## config.mk

```make
export PLATFORM = sky130hd
export DESIGN_NAME = adma_desc_walker
export DESIGN_NICKNAME = d
export VERILOG_FILES = /design/src/rtl/adma_walk_pkg.sv /design/src/rtl/adma_hdr_decode.sv /design/src/rtl/adma_beat_ctr.sv /design/src/rtl/adma_desc_walker.sv
export SDC_FILE = /design/constraint.sdc
export NUM_CORES = 1
export LEC_CHECK = 0
export BUFFER_PORTS_ARGS = -buffer_cell sky130_fd_sc_hd__buf_2
export CAP_MARGIN = 25
export CORE_MARGIN = 2
export CORE_UTILIZATION = 35
export DETAILED_ROUTE_END_ITERATION = 8
export PLACE_DENSITY = 0.63
export SKIP_LAST_GASP = 1
export SYNTH_ARGS = -nofsm -noshare
export SYNTH_HDL_FRONTEND = slang
export SYNTH_SLANG_ARGS = --single-unit
```

## constraint.sdc

```tcl
create_clock -name clk -period 4.1 [get_ports clk]
set_input_delay 0.41 -clock clk [delete_from_list [all_inputs] [get_ports clk]]
set_output_delay 0.41 -clock clk [all_outputs]
set_load 0.005 [all_outputs]
```

## src/rtl/adma_walk_pkg.sv

```systemverilog
package adma_walk_pkg;

    // Fixed descriptor geometry
    localparam int WORD_W      = 32;
    localparam int LEN_W       = 16;
    localparam int WORDS_W     = LEN_W - 1;
    localparam int WORD_BYTES  = WORD_W / 8;
    localparam int DESC_BYTES  = 2 * WORD_BYTES;

    // Bit positions inside descriptor word 0
    localparam int HDR_VALID_BIT = 0;
    localparam int HDR_END_BIT   = 1;
    localparam int HDR_ACT_LSB   = 4;
    localparam int HDR_LEN_LSB   = 16;

    typedef enum logic [1:0] {
        WALK_IDLE,
        WALK_HDR,
        WALK_PTR,
        WALK_MOVE
    } walk_state_t;

    typedef enum logic [1:0] {
        ACT_NOP  = 2'b00,
        ACT_RSV  = 2'b01,
        ACT_TRAN = 2'b10,
        ACT_LINK = 2'b11
    } desc_act_t;

    typedef struct packed {
        logic                valid;
        logic                last;
        desc_act_t           act;
        logic [WORDS_W-1:0]  words;
    } desc_hdr_t;

endpackage

```

## src/rtl/adma_hdr_decode.sv

```systemverilog
module adma_hdr_decode
    import adma_walk_pkg::*;
(
    input  logic [LEN_W-1:0] len_i,
    input  logic [1:0]       act_i,
    input  logic             valid_i,
    input  logic             end_i,
    output desc_hdr_t        hdr_o
);

    localparam int SUM_W = LEN_W + 1;
    localparam logic [WORDS_W-1:0] FULL_WORDS = WORDS_W'(1) << (LEN_W - 2);

    logic [SUM_W-1:0] rounded;

    always_comb begin
        rounded     = {1'b0, len_i} + SUM_W'(WORD_BYTES - 1);
        hdr_o.valid = valid_i;
        hdr_o.last  = end_i;
        hdr_o.act   = desc_act_t'(act_i);
        if (len_i == '0) begin
            hdr_o.words = FULL_WORDS;
        end else begin
            hdr_o.words = rounded[SUM_W-1:2];
        end
    end

endmodule

```

## src/rtl/adma_beat_ctr.sv

```systemverilog
module adma_beat_ctr
    import adma_walk_pkg::*;
#(
    parameter int ADDR_W = 32
) (
    input  logic               clk,
    input  logic               rst_n,
    input  logic               load_i,
    input  logic [ADDR_W-1:0]  load_addr_i,
    input  logic [WORDS_W-1:0] load_words_i,
    input  logic               step_i,
    output logic [ADDR_W-1:0]  addr_o,
    output logic               last_o
);

    logic [ADDR_W-1:0]  addr_q;
    logic [WORDS_W-1:0] left_q;

    always_ff @(posedge clk) begin
        if (!rst_n) begin
            addr_q <= '0;
            left_q <= '0;
        end else if (load_i) begin
            addr_q <= {load_addr_i[ADDR_W-1:2], 2'b00};
            left_q <= load_words_i;
        end else if (step_i) begin
            addr_q <= addr_q + ADDR_W'(WORD_BYTES);
            left_q <= left_q - WORDS_W'(1);
        end
    end

    assign addr_o = addr_q;
    assign last_o = (left_q == WORDS_W'(1));

endmodule

```

## src/rtl/adma_desc_walker.sv

```systemverilog
module adma_desc_walker
    import adma_walk_pkg::*;
#(
    parameter int ADDR_W = 32
) (
    input  logic              clk,
    input  logic              rst_n,
    input  logic              start_i,
    input  logic [ADDR_W-1:0] base_addr_i,
    input  logic              to_mem_i,
    output logic              busy_o,
    output logic              done_o,
    output logic              err_o,
    output logic              mem_req_o,
    output logic              mem_we_o,
    output logic [ADDR_W-1:0] mem_addr_o,
    output logic [WORD_W-1:0] mem_wdata_o,
    input  logic              mem_gnt_i,
    input  logic [WORD_W-1:0] mem_rdata_i,
    output logic              card_tx_valid_o,
    output logic [WORD_W-1:0] card_tx_data_o,
    input  logic [WORD_W-1:0] card_rx_data_i,
    output logic              card_rx_pop_o
);

    localparam logic [ADDR_W-1:0] DESC_STEP = ADDR_W'(DESC_BYTES);
    localparam logic [ADDR_W-1:0] HALF_STEP = ADDR_W'(WORD_BYTES);

    walk_state_t       state_q, state_d;
    logic [ADDR_W-1:0] ptr_q, ptr_d;
    desc_hdr_t         hdr_q, hdr_dec;
    logic              dir_q;
    logic              done_q, err_q;
    logic              fin, fail;
    logic              ctr_load, ctr_step, ctr_last;
    logic [ADDR_W-1:0] ctr_addr;
    logic [ADDR_W-1:0] rdata_addr;

    assign rdata_addr = mem_rdata_i[ADDR_W-1:0];

    adma_hdr_decode u_dec (
        .len_i   (mem_rdata_i[HDR_LEN_LSB +: LEN_W]),
        .act_i   (mem_rdata_i[HDR_ACT_LSB +: 2]),
        .valid_i (mem_rdata_i[HDR_VALID_BIT]),
        .end_i   (mem_rdata_i[HDR_END_BIT]),
        .hdr_o   (hdr_dec)
    );

    assign ctr_load = (state_q == WALK_PTR) && mem_gnt_i && (hdr_q.act == ACT_TRAN);
    assign ctr_step = (state_q == WALK_MOVE) && mem_gnt_i;

    adma_beat_ctr #(.ADDR_W(ADDR_W)) u_ctr (
        .clk          (clk),
        .rst_n        (rst_n),
        .load_i       (ctr_load),
        .load_addr_i  (rdata_addr),
        .load_words_i (hdr_q.words),
        .step_i       (ctr_step),
        .addr_o       (ctr_addr),
        .last_o       (ctr_last)
    );

    // Next-state and walk decisions
    always_comb begin
        state_d = state_q;
        ptr_d   = ptr_q;
        fin     = 1'b0;
        fail    = 1'b0;
        unique case (state_q)
            WALK_IDLE: begin
                if (start_i) begin
                    state_d = WALK_HDR;
                    ptr_d   = base_addr_i;
                end
            end
            WALK_HDR: begin
                if (mem_gnt_i) begin
                    if (!hdr_dec.valid) begin
                        fail    = 1'b1;
                        state_d = WALK_IDLE;
                    end else begin
                        state_d = WALK_PTR;
                    end
                end
            end
            WALK_PTR: begin
                if (mem_gnt_i) begin
                    if (hdr_q.act == ACT_TRAN) begin
                        state_d = WALK_MOVE;
                    end else if (hdr_q.last) begin
                        fin     = 1'b1;
                        state_d = WALK_IDLE;
                    end else if (hdr_q.act == ACT_LINK) begin
                        ptr_d   = rdata_addr;
                        state_d = WALK_HDR;
                    end else begin
                        ptr_d   = ptr_q + DESC_STEP;
                        state_d = WALK_HDR;
                    end
                end
            end
            WALK_MOVE: begin
                if (mem_gnt_i && ctr_last) begin
                    if (hdr_q.last) begin
                        fin     = 1'b1;
                        state_d = WALK_IDLE;
                    end else begin
                        ptr_d   = ptr_q + DESC_STEP;
                        state_d = WALK_HDR;
                    end
                end
            end
            default: state_d = WALK_IDLE;
        endcase
    end

    // State register
    always_ff @(posedge clk) begin
        if (!rst_n) begin
            state_q <= WALK_IDLE;
            ptr_q   <= '0;
            hdr_q   <= '0;
            dir_q   <= 1'b0;
            done_q  <= 1'b0;
            err_q   <= 1'b0;
        end else begin
            state_q <= state_d;
            ptr_q   <= ptr_d;
            done_q  <= fin;
            if (state_q == WALK_HDR && mem_gnt_i) begin
                hdr_q <= hdr_dec;
            end
            if (state_q == WALK_IDLE && start_i) begin
                dir_q <= to_mem_i;
                err_q <= 1'b0;
            end else if (fail) begin
                err_q <= 1'b1;
            end
        end
    end

    // Outputs
    always_comb begin
        busy_o          = (state_q != WALK_IDLE);
        done_o          = done_q;
        err_o           = err_q;
        mem_req_o       = 1'b0;
        mem_we_o        = 1'b0;
        mem_addr_o      = '0;
        mem_wdata_o     = card_rx_data_i;
        card_tx_data_o  = mem_rdata_i;
        card_tx_valid_o = 1'b0;
        card_rx_pop_o   = 1'b0;
        unique case (state_q)
            WALK_IDLE: ;
            WALK_HDR: begin
                mem_req_o  = 1'b1;
                mem_addr_o = ptr_q;
            end
            WALK_PTR: begin
                mem_req_o  = 1'b1;
                mem_addr_o = ptr_q + HALF_STEP;
            end
            WALK_MOVE: begin
                mem_req_o       = 1'b1;
                mem_we_o        = dir_q;
                mem_addr_o      = ctr_addr;
                card_tx_valid_o = mem_gnt_i && !dir_q;
                card_rx_pop_o   = mem_gnt_i && dir_q;
            end
            default: ;
        endcase
    end

endmodule

```

Yosys cells after proc, flatten, opt, wreduce, memory -nomap -nowiden

Index checks and enable logic that the tools add are counted.

Add/sub/neg operators: 5
Equal/unequal tests: 13
Multiplexer cells: 34
Bitwise gates (word level): 1
Reduce and logical (&&, ||, !) cells: 19

Operators by type and width:

| cell                    | number |
|---|---|
| $mux W32                | 9 |
| $pmux W32 S3            | 2 |
| $add A32 B3 Y32 const B | 2 |
| $mux W15                | 3 |
| $add A32 B4 Y32 const B | 1 |
| $add A16 B2 Y17 const B | 1 |
| $logic_not A16 Y1       | 1 |
| $eq A15 B1 Y1 const B   | 1 |
| $sub A15 B1 Y15 const B | 1 |
| $mux W1                 | 12 |
| $mux W2                 | 6 |
| $ne A2 B2 Y1 const B    | 6 |
| $eq A2 B2 Y1 const B    | 4 |
| $logic_and A1 B1 Y1     | 8 |
| $pmux W2 S4             | 1 |
| $reduce_and A7 Y1       | 1 |
| $reduce_and A4 Y1       | 1 |
| $reduce_bool A2 Y1      | 2 |
| $reduce_or A2 Y1        | 2 |
| $reduce_bool A3 Y1      | 1 |
| $reduce_or A3 Y1        | 1 |
| $eq A2 B1 Y1 const B    | 1 |
| $logic_not A2 Y1        | 1 |
| $ne A2 B1 Y1 const B    | 1 |
| other kinds (3)         | 3 |

Register bits: 102
Bits of input ports: 101
Output and inout bits: 103
Word-level logic and storage cells: 83

Longest topological paths before layout

Gate-level depths: netlist of the first run.

Word-level depth: 6
Depth in mapped cells: 8
Mapped depth without buffers: 7

Hierarchy

A second synthesis of the first run with hierarchy kept.

Cells, all modules: 1084
Area total of the unflattened synthesis: 7986.4 um^2

Modules (own cells, without submodules):

| module           | instances | cells an instance | area each (um^2) | sequential area each (um^2) |
|---|---|---|---|---|
| adma_desc_walker | 1         | 718               | 5029.8           | 1101.1 |
| adma_beat_ctr    | 1         | 319               | 2603.7           | 900.9 |
| adma_hdr_decode  | 1         | 47                | 352.8            | 0.0 |

Worst setup path before layout of the first run

Ideal clock, no wire load.

Path type: register to output
From: register ptr_q[3]
To: output mem_addr_o[23]
Arrival: 1850 ps
Required time: 3690 ps
Slack: 1840 ps
Cell stages (with the launch flop): 8
Path buffers: 1
Cells stage by stage: dfxtp_1 -> ha_1 -> nand2_1 -> nor4_4 -> buf_6 -> nand3_1 -> xor2_1 -> o31ai_2

Word-level cells in the longest chain between the ends: 2

Ends and longest elaborated chain:

| item                   | line                    | source |
|---|---|---|
| start, declared        | adma_desc_walker.sv:30  | `logic [ADDR_W-1:0] ptr_q, ptr_d;` |
| start signal, assigned | adma_desc_walker.sv:128 | `ptr_q <= ptr_d;` |
| $add A32 B3 Y32        | adma_desc_walker.sv:162 | `mem_addr_o = ptr_q + HALF_STEP;` |
| $pmux W32 S3           | adma_desc_walker.sv:154 | `unique case (state_q)` |
| end, declared          | adma_desc_walker.sv:16  | `output logic [ADDR_W-1:0] mem_addr_o,` |

No other way between the ends.

Worst setup path after layout of the first run

From: register ptr_q[3]
To: output mem_addr_o[26]

Same word-level chain as after synthesis.

==> impl_metrics.toml, run 1 <==
[synth]
syn_nets = 1116
yosys_warnings = 0
synth_adder_area_share = 0.00818
synthCells = 1010
ys.flop_type = "dfxtp_1"
synth-compound-area-share = 0.255
synth_cell_types = 72
netlist_top_cells_area = "dfxtp_1, buf_4, nand2_1, mux2_2, a21oi_1"
synth_simple_gate_area_share = 0.256
synthMuxAreaShare = 0.0546
synth_edf_count = 0
synth_area_per_cell_um2 = 7.58
async_flop_share = 0
mappedNetlistArea_um2 = 7650
synth-xor-area-share = 0.0515
ys_ff_latch = 100
synth_top_area_share = 0.262
yosys.area.top_type = "dfxtp_1"
ys_seq_area_frac = 0.262
synth_top_family_by_area = "simple AND/OR/NAND/NOR gates"

[route]
drc_errors = 0
wl_per_cell_um = 21.3
drtPass1Iterations = 5
drt_iter0_markers = 935
dr_total_vias = 8088
viasPerCell = 6.10
drt_wl_total_mm = 28.3
ant_nets = 0

[die]
dieArea_um2 = 23100
core-area_um2 = 21600
io_pins = 204
die_x_um = 152
initial_core_util = 0.354
die_h_um = 152
row_count = 54

[clock_tree]
root_buffer = "clkbuf_16"
clockBufferDepth = 2
ctsResizeCount = 0
postCtsHoldBufs = 0
clkSlewWorstSetupHoldPaths_ns = 0.09
cts.sinks = 100
numCtsBuffers = 9
cts_htree_levels = 3
post_cts_buffers = 0
clk_latency_ns = 0.38
cts_tree = "built"

[place]
dp.final_hpwl_mm = 19.9
gp_congestion = 0.901
port-buffer-count = 139

[sta]
max_freq_ghz = 0.314
tightest_slew_ns = 1.07
hold_viol = 0
slew-limit-headroom = 0.290
grt_setup_unrepaired = "false"
tns_ns = 0
finalSetupViolCount = 0
post-route-period-util = 0.777
clock_skew_ns = 0.00910
holdWs_ns = 0.280
report.final.slew_viol_count = 0
period_needed_ns = 3.18

[global_route]
grt_start_max_net_pins = 63
overflow = 0
antenna_found_initial = 1
grt_use_total = 0.237
grt_pass1_wl_mm = 43.5
grt_pass1_vias = 7299

[setup_path]
crit_type = "reg -> out"
crit_arrival_ns = 2.77
critPathRequiredTime_ns = 3.69
end_kind = "output port"
crit_path_max_fanout = 8
critical_path.startpoint_type = "flip-flop"

[power]
vdd_drop_max_mv = 0.185
cellPowerDensity_nw_per_um2 = 288
p_leak_nw = 3.14

[final_layout]
final_common_cell = "buf_2"
fin_nets = 1147
antenna_cells = 0
synthToLayoutAreaGrowth_pct = 9.55
drive_above_1_share = 0.232
layout_common_cells = "buf_2, nand2_1, dfxtp_1"

[run]
cap_violations = 0

[min_path]
hold_path.class = "in -> reg"

[outcome]
status = "complete, no violations"
==> path summary, 6_finish.rpt <==
path / from / end / slack [ns] / depth (start not counted)
hold reg to reg: hdr_q[11] / hdr_q[11] / 0.47 / 2
setup reg to reg: state_q[1] / ptr_q[20] / 1.28 / 5
hold / removal: to_mem_i / dir_q / 0.28 / 3
setup / recovery: ptr_q[3] / mem_addr_o[26] / 0.92 / 7
==> logic make-up after synthesis <==
| logic type | after synthesis |
|---|---|
| xor+xnor | 45 |
| buf+inv | 154 |
| mux | 37 |
| simple gates | 369 |
| fa+ha+maj | 5 |
| flops | 100 |
| compound gates | 300 |
==> Yosys cell counts, types with 7 or more instances <==
| master | number |
|---|---|
| a22o_1 | 13 |
| nor3_1 | 17 |
| dfxtp_1 | 100 |
| o21ai_0 | 74 |
| o31a_1 | 7 |
| a32oi_1 | 8 |
| a22oi_1 | 20 |
| o211ai_1 | 18 |
| nor4_1 | 11 |
| o31ai_1 | 16 |
| buf_2 | 16 |
| mux2_2 | 34 |
| a31oi_1 | 21 |
| inv_1 | 16 |
| nand4_1 | 33 |
| clkbuf_1 | 46 |
| and4_1 | 8 |
| nand2_1 | 116 |
| nor2_1 | 72 |
| and3_1 | 18 |
| and2_1 | 9 |
| a21oi_1 | 76 |
| buf_4 | 69 |
| o21a_1 | 7 |
| xnor2_1 | 16 |
| xor2_1 | 29 |
| nand3_1 | 36 |
==> final cells by class <==
type                    count  area (µm²)
fillers                  2289       13200
repair buffers            158         858
clock inverters             7        88.8
multi-input cells         756        4790
clock buffers               9         225
well taps                 280         350
inverters                  16        60.1
flip-flops and latches    100        2000
==> power by group <==
part | switching (mW) | total (mW) | internal, mW | leakage (nW)
combinational | 0.247 | 0.413 | 0.166 | 2.17
clock | 0.475 | 0.916 | 0.440 | 0.152
sequential | 0.0719 | 1.08 | 1.01 | 0.813
==> through the flow <==
stage / instances / power [mW] / area, µm² / utilization / worst slack, ns
after global routing: 1326 / 2.50 / 8380 / 0.388 / 0.767
after global placement: 1308 / 1.50 / 8030 / 0.372 / 1.34
after floorplan: 1010 / 1.37 / 7650 / - / 1.84
after CTS: 1324 / 2.41 / 8350 / 0.386 / 0.949
after detailed placement: 1308 / 1.51 / 8030 / 0.372 / 1.37
final: 1326 / 2.41 / 8380 / 0.388 / 0.915
==> worst max-delay path, cell delays in order, from the launching register on <==
cell and delay [ns]:
dfxtp_1 0.48, ha_1 0.27, nand3_1 0.13, nor4_4 0.70, nand3_1 0.17, xor2_1 0.19
o31ai_1 0.28, buf_2 0.18
==> routing by layer <==
layer  vias to the layer above  GRT usage  routed length [µm]
met5                         -          0                   0
met4                         0      0.108                1180
met3                        70     0.0436                2310
met2                       419      0.356               12400
met1                      3873      0.329               12400
li1                       3726          -                   -
==> sequential cells by signal, summed over array words and instances, names as in the netlist <==
signal and flops:
done_o 1, hdr_q 18, u_ctr.addr_o 30, u_ctr.left_q 15, state_q 2, dir_q 1, ptr_q 32, err_o 1
Note: power is estimated with default switching activity, not from simulation.
==> inputs of run 2 (changes only) <==
Settings changed: PLACE_DENSITY 0.63 to 0.65.
Clock period 4.1 ns to 2.9 ns, I/O delays scaled along.
==> impl_metrics.toml, run 2 (same netlist as run 1, synthesis figures left out) <==
[outcome]
status = "complete, no violations"

[place]
dp.cells = 1329
dp.final_hpwl_mm = 20.2
gp_congestion = 0.933
port-buffer-count = 139

[route]
drtPass1Iterations = 5
dr_total_vias = 8103
viasPerCell = 6.02
wl_per_cell_um = 20.8
drt_iter0_markers = 791
drt_wl_total_mm = 28.0
drc_errors = 0
ant_nets = 0

[global_route]
grt_use_total = 0.234
grt_pass1_vias = 7414
antenna_found_initial = 1
grt_start_max_net_pins = 48
grt_pass1_wl_mm = 43.0
overflow = 0

[clock_tree]
clockBufferDepth = 2
cts_htree_levels = 3
postCtsHoldBufs = 0
root_buffer = "clkbuf_16"
clkSlewWorstSetupHoldPaths_ns = 0.08
cts_tree = "built"
numCtsBuffers = 9
cts.sinks = 100
clk_latency_ns = 0.37

[power]
power_mw = 3.45
p_leak_nw = 3.24
vdd_drop_max_mv = 0.324
cellPowerDensity_nw_per_um2 = 405

[die]
core-area_um2 = 21600
die_x_um = 152
initial_core_util = 0.354
row_count = 54
die_h_um = 152
io_pins = 204
dieArea_um2 = 23100

[setup_path]
crit_path_max_fanout = 9
critical_path.startpoint_type = "flip-flop"
crit_type = "reg -> out"
critPathRequiredTime_ns = 2.61
end_kind = "output port"
crit_arrival_ns = 2.54
r2r_slack_ns = 0.42

[sta]
report.final.slew_viol_count = 0
period_needed_ns = 2.83
holdWs_ns = 0.191
finalSetupViolCount = 0
post-route-period-util = 0.976
max_freq_ghz = 0.353
slew-limit-headroom = 0.544
tightest_slew_ns = 0.685
hold_viol = 0
grt_setup_unrepaired = "true"
clock_skew_ns = 0.00886

[final_layout]
drive_above_1_share = 0.250
synthToLayoutAreaGrowth_pct = 11.3
regArea_um2 = 2010
multi_input_area_um2 = 4790
antenna_cells = 0
final_cells = 1346
largest_register = "ptr_q"
fin_nets = 1167
layout_common_cells = "buf_2, nand2_1, dfxtp_1"
largest_reg_flops = 32
num-fill-cells = 2239
final_common_cell = "buf_2"

[min_path]
hold_path.class = "in -> reg"

[run]
cap_violations = 0
## run 2: power by group
part | total [mW] | switching (mW) | internal [mW] | leakage [nW]
combinational | 0.596 | 0.352 | 0.244 | 2.27
clock | 1.33 | 0.633 | 0.697 | 0.156
sequential | 1.53 | 0.0959 | 1.43 | 0.815
total | 3.45 | 1.08 | 2.37 | 3.24
## run 2: per-stage QoR
stage	TNS (ns)	instance area, µm²	setup slack [ns]	util
global route	-0.0527	8520	-0.0527	0.394
global placement	0	8190	0.421	0.379
detailed placement	0	8190	0.356	0.379
CTS	0	8500	0.00303	0.393
finish	0	8520	0.0701	0.394
floorplan	0	7650	0.760	-
## run 2: worst max-delay path: stages, from the launching register on
cell      delay [ns]
dfxtp_1         0.52
nand3_2         0.27
or3_1           0.53
nand4b_1        0.23
xor2_1          0.16
o31ai_1         0.28
buf_2           0.18
## run 2: layout make-up
class,count,share of cell area
Multi-Input combinational cell,756,0.563
Clock inverter,7,0.0109
Tap cell,280,0.0411
Clock buffer,9,0.0264
Timing Repair Buffer,178,0.116
Sequential cell,100,0.236
Inverter,16,0.00705
## run 2: layer usage
metal,wire (µm),vias to the layer above,part of all wire,track usage
li1,-,3767,-,-
met1,11700,3828,0.42,0.312
met2,12400,442,0.44,0.363
met3,2910,64,0.10,0.0602
met4,916,2,0.033,0.0903
met5,13,-,0.00046,0
## run 2: final timing paths
kind                            startpoint               end  cells past startpoint
worst max-delay path              ptr_q[6]    mem_addr_o[25]                      6
worst min-delay path              to_mem_i             dir_q                      3
worst max register to register  state_q[0]  u_ctr.addr_o[11]                      5
worst min register to register    hdr_q[6]          hdr_q[6]                      2
## run 2: what timing repair did
item                                    CTS  global route
setup buffers                             0             1
gates resized for setup                   0             4
endpoints found under the setup margin    3            10
endpoints found under the hold margin     0             0
pin swaps                                 1             1
